<file path="config.mk">
export PLATFORM = sky130hd
export DESIGN_NAME = crc32_bus_accel
export DESIGN_NICKNAME = d
export VERILOG_FILES = /design/src/rtl/crc32_bus_accel.sv
export SDC_FILE = /design/constraint.sdc
export NUM_CORES = 1
export LEC_CHECK = 0
export CORE_ASPECT_RATIO = 0.9
export CORE_UTILIZATION = 50
export CTS_CLUSTER_DIAMETER = 30
export DETAILED_ROUTE_END_ITERATION = 8
export PLACE_DENSITY = 0.82
export RECOVER_POWER = 100
export SLEW_MARGIN = 20
export SYNTH_ARGS = -nofsm -noshare
export SYNTH_HDL_FRONTEND = slang
export SYNTH_SLANG_ARGS = --single-unit
export TNS_END_PERCENT = 30
</file>
<file path="constraint.sdc">
create_clock -name clk -period 4.3 [get_ports clk]
set_input_delay 0.645 -clock clk [delete_from_list [all_inputs] [get_ports clk]]
set_output_delay 0.645 -clock clk [all_outputs]
set_load 0.01 [all_outputs]
</file>
<file path="src/rtl/crc32_bus_accel.sv">
module crc32_bus_accel #(
  parameter int              ADDR_W    = 32,
  parameter logic [ADDR_W-1:0] BASE_ADDR = 32'hFFFF_FE78,
  parameter logic [31:0]     POLY      = 32'hEDB8_8320,
  parameter logic [31:0]     INIT      = 32'hFFFF_FFFF
) (
  input  logic              clk,
  input  logic              rst_n,
  input  logic              clr,
  input  logic              bus_cyc,
  input  logic              bus_stb,
  input  logic              bus_we,
  input  logic [ADDR_W-1:0] bus_adr,
  input  logic [31:0]       bus_wdata,
  output logic [31:0]       bus_rdata,
  output logic              bus_ack,
  output logic              crc_present
);

  localparam logic [ADDR_W-1:0] IN_ADR  = BASE_ADDR;
  localparam logic [ADDR_W-1:0] OUT_ADR = BASE_ADDR + ADDR_W'(4);

  function automatic logic [31:0] fold_byte(input logic [31:0] c, input logic [7:0] b);
    logic [31:0] s;
    s = c ^ {24'h0, b};
    for (int i = 0; i < 8; i++)
      s = s[0] ? ((s >> 1) ^ POLY) : (s >> 1);
    return s;
  endfunction

  logic [31:0] acc;
  logic        hit_in, hit_out, req, start;
  logic        unused_hi;

  assign hit_in      = (bus_adr == IN_ADR);
  assign hit_out     = (bus_adr == OUT_ADR);
  assign req         = bus_cyc & bus_stb;
  assign start       = req & (hit_in | hit_out) & ~bus_ack;
  assign crc_present = 1'b1;
  assign unused_hi   = ^bus_wdata[31:8];

  always_ff @(posedge clk or negedge rst_n) begin
    if (!rst_n) begin
      acc       <= INIT;
      bus_ack   <= 1'b0;
      bus_rdata <= '0;
    end else begin
      bus_ack   <= start;
      bus_rdata <= (start & ~bus_we & hit_out) ? acc : 32'h0;
      if (clr)
        acc <= INIT;
      else if (start & bus_we & hit_in)
        acc <= fold_byte(acc, bus_wdata[7:0]);
    end
  end


  ack_single_chk: assert property (@(posedge clk) disable iff (!rst_n)
    bus_ack |=> !bus_ack);


  ack_follows_chk: assert property (@(posedge clk) disable iff (!rst_n)
    (req && (hit_in || hit_out) && !bus_ack) |=> bus_ack);


  unmapped_no_ack_chk: assert property (@(posedge clk) disable iff (!rst_n)
    (req && !hit_in && !hit_out) |=> !bus_ack);


  unmapped_stable_chk: assert property (@(posedge clk) disable iff (!rst_n)
    (!clr && !(req && bus_we && hit_in)) |=> $stable(acc));


  clear_preset_chk: assert property (@(posedge clk) disable iff (!rst_n)
    clr |=> (acc == INIT));


  in_read_zero_chk: assert property (@(posedge clk) disable iff (!rst_n)
    (start && !bus_we && hit_in) |=> (bus_ack && bus_rdata == 32'h0));


  present_chk: assert property (@(posedge clk) disable iff (!rst_n)
    crc_present);

endmodule

</file>
==> results.sh <==
export IMPL_synth_yosys_seq_area_share_pct=50.9
export IMPL_via_count=2264
export IMPL_cts_buffers=9
export IMPL_avgSynthCellArea_um2=11.9
export IMPL_finalHoldViolations=0
export IMPL_crit_fanout=7
export IMPL_port_buffer_count=78
export IMPL_start_util_pct=52.7
export IMPL_yosysWarningCount=0
export IMPL_cts_setup_buffers=0
export IMPL_cts_root_buf="clkbuf_8"
export IMPL_maxCapViolations=1
export IMPL_path_clk_slew_ns=0.07
export IMPL_worstHoldPathCells=2
export IMPL_ys_flop_type="dfrtp_1"
export IMPL_first_iter_violations=142
export IMPL_setup_violations=0
export IMPL_die_w_um=87.3
export IMPL_core_mm2=0.00622
export IMPL_end_kind="flop"
export IMPL_post_drt_wl_per_cell_um=15.6
export IMPL_ctsResizeCount=0
export IMPL_tightest_slew_ns=1.66
export IMPL_rows=27
export IMPL_ys_types=28
export IMPL_drive_gt1_share_pct=16.5
export IMPL_synthesis_nets=345
export IMPL_die_area_mm2=0.00688
export IMPL_hold_class="reg -> reg"
export IMPL_ir_worst_vdd_mv=0.238
export IMPL_max_slew_margin_pct=-10.6
export IMPL_clock_path_buffers=2
export IMPL_yosys_area_top_type="dfstp_2"
export IMPL_antennaDiodeCount=0
export IMPL_cp_data_required_time_ns=4.52
export IMPL_hold_path_startpoint="acc[12]$_DFFE_PN1P_"
export IMPL_startpoint_type="input port"
export IMPL_synth_edf_count=0
export IMPL_crit_start="bus_wdata[3]"
export IMPL_cpMostUsedCell="xnor2_1"
export IMPL_antenna_found_initial=0
export IMPL_die_height_um=78.8
export IMPL_synth_commonest_cells="xnor2_1, dfrtp_1, nand2_1"
export IMPL_grt_max_degree=59
export IMPL_yosysMostFrequentCell="xnor2_1"
export IMPL_cts_tree="done"
export IMPL_netlist_area_mm2=0.00328
export IMPL_ctsHoldBuffers=0
export IMPL_fill_cells=487
export IMPL_routed_wl_um=6960
export IMPL_leakagePower_uw=0.00197
export IMPL_clkLatencyLatePin_ns=0.35
export IMPL_ant_nets=0
export IMPL_grt_usage_pct=22.3
export IMPL_placed_cells=429
export IMPL_worstSetupPathType="in -> reg"
export IMPL_dp_slack_ns=1.38
export IMPL_violations="max-capacitance violations, max-slew violations"
export IMPL_netlist_top_cells_area="dfstp_2, dfrtp_1, xnor2_1"
export IMPL_fmax_ghz=0.361
export IMPL_overflow=0
export IMPL_worstPathCellList="dlygate4sd3_1, xnor2_1, xnor2_1, xnor2_1, xor2_1, o211ai_1"
export IMPL_critPathMaxStageDelay_ns=0.79
export IMPL_drt_vias_per_instance=5.09
export IMPL_gp_congestion=0.804
export IMPL_cts_sinks=65
export IMPL_synth_seq_cells=65
export IMPL_setup_slack_ns=1.53
export IMPL_post_route_drc_count=0
export IMPL_cts_htree_levels=3
export IMPL_io_pins=104
export IMPL_rsz0062_at_grt="no"
export IMPL_synthCells=275
export IMPL_finClkSkew_ns=0.00915
export IMPL_r2r_cells=5
export IMPL_pwr_density_cell_mw_per_mm2=333
export IMPL_fin_util_pct=69.3
export IMPL_period_needed_ns=2.77
export IMPL_drv_slew=31
export IMPL_cp_slowest_cell="xnor2_1"
export IMPL_stdcell_count=445
export IMPL_hpwl_um=4780
export IMPL_grt_pass1_wl_um=11400
export IMPL_finalCritPeriodShare_pct=64.5
export IMPL_status="finished with violations"
export IMPL_reg2reg_from="acc[4]$_DFFE_PN1P_"
export IMPL_crit_arrival_ns=2.99
export IMPL_tns_ns=0
export IMPL_grt_pass1_vias=2280
export IMPL_synth_top_area_share_pct=25.7
export IMPL_drtPass1Iterations=4
export IMPL_area_growth_pct=31.5
export IMPL_synthArstFlopShare_pct=100
export IMPL_final_nets=423
==> report_power, final <==
part	leakage [uW]	switching (uW)	internal, uW
combinational	0.00105	94.4	98.9
clock	0.000120	228	400
sequential	0.000798	0.0000000441	613
total	0.00197	323	1110
==> cell families after synthesis <==
family | Yosys count | share of synthesized area, %
and+or+nand+nor | 90 | 15.5
xor gates and xnor gates | 73 | 24.1
DFF | 65 | 50.9
AOI/OAI and AO/OA | 29 | 6.80
buffers and inverters | 14 | 1.72
muxes | 3 | 0.917
other | 1 | 0.114
==> through the flow <==
stage          hold WS [ns]  power, uW  area, um^2
2_1_floorplan         0.349        746        3280
3_3_place_gp          0.497        822        4120
3_5_place_dp          0.508        824        4120
4_1_cts               0.346       1450        4370
5_1_grt               0.535       1500        4310
6_report              0.516       1430        4310
==> layout make-up <==
cell class | instances | area [um^2] | share of cell area, %
clock inverters | 5 | 103 | 2.38
repair buffers | 80 | 790 | 18.3
well taps | 87 | 109 | 2.53
flip-flops and latches | 65 | 1670 | 38.7
inverters | 1 | 3.75 | 0.0871
multi-input cells | 196 | 1500 | 34.7
clock buffers | 11 | 141 | 3.28
==> path summary, 6_finish.rpt <==
| check | end | slack (ns) |
|---|---|---|
| setup / recovery | acc[26]$_DFFE_PN1P_ | 1.53 |
| hold / removal | acc[12]$_DFFE_PN1P_ | 0.52 |
| setup reg to reg | acc[21]$_DFFE_PN1P_ | 1.84 |
| hold reg to reg | acc[12]$_DFFE_PN1P_ | 0.52 |
| max in group asynchronous | acc[17]$_DFFE_PN1P_ | 2.33 |
| min in group asynchronous | bus_rdata[5]$_DFF_PN0_ | 0.71 |
==> per-layer routing <==
layer	track usage [%]	part of all wire (%)	vias up	wire length, um
met4	8.85	1.8	0	128
met3	6.65	7.0	14	489
met1	30.6	46	1087	3180
met2	33.0	45	84	3160
met5	0	0	-	0
li1	-	-	1079	-
==> placed cells by master, fill, tap and decap left out, types with 2 or more instances in the layout <==
cell	n
clkbuf_1	2
buf_4	2
nand2_1	33
o211ai_1	28
and2_1	7
xnor2_2	5
xor2_1	22
nor4_1	3
clkdlybuf4s50_1	41
dfstp_2	32
dfrtp_1	33
mux2i_1	3
nand4b_1	7
xnor2_1	42
and2_0	24
clkbuf_8	10
nand4_1	8
bufinv_16	3
dlygate4sd3_1	36
==> state kept, by name (all words and copies together), names as in the netlist <==
| register | cells |
|---|---|
| acc | 32 |
| bus_rdata | 32 |
| bus_ack | 1 |
==> critical path: cells and delay by family <==
kind                      cells  cell delay, ns
buffers and inverters         1            0.55
xor gates and xnor gates      4            1.70
AOI/OAI and AO/OA             1            0.11
Note: power is estimated with default switching activity, not from simulation.
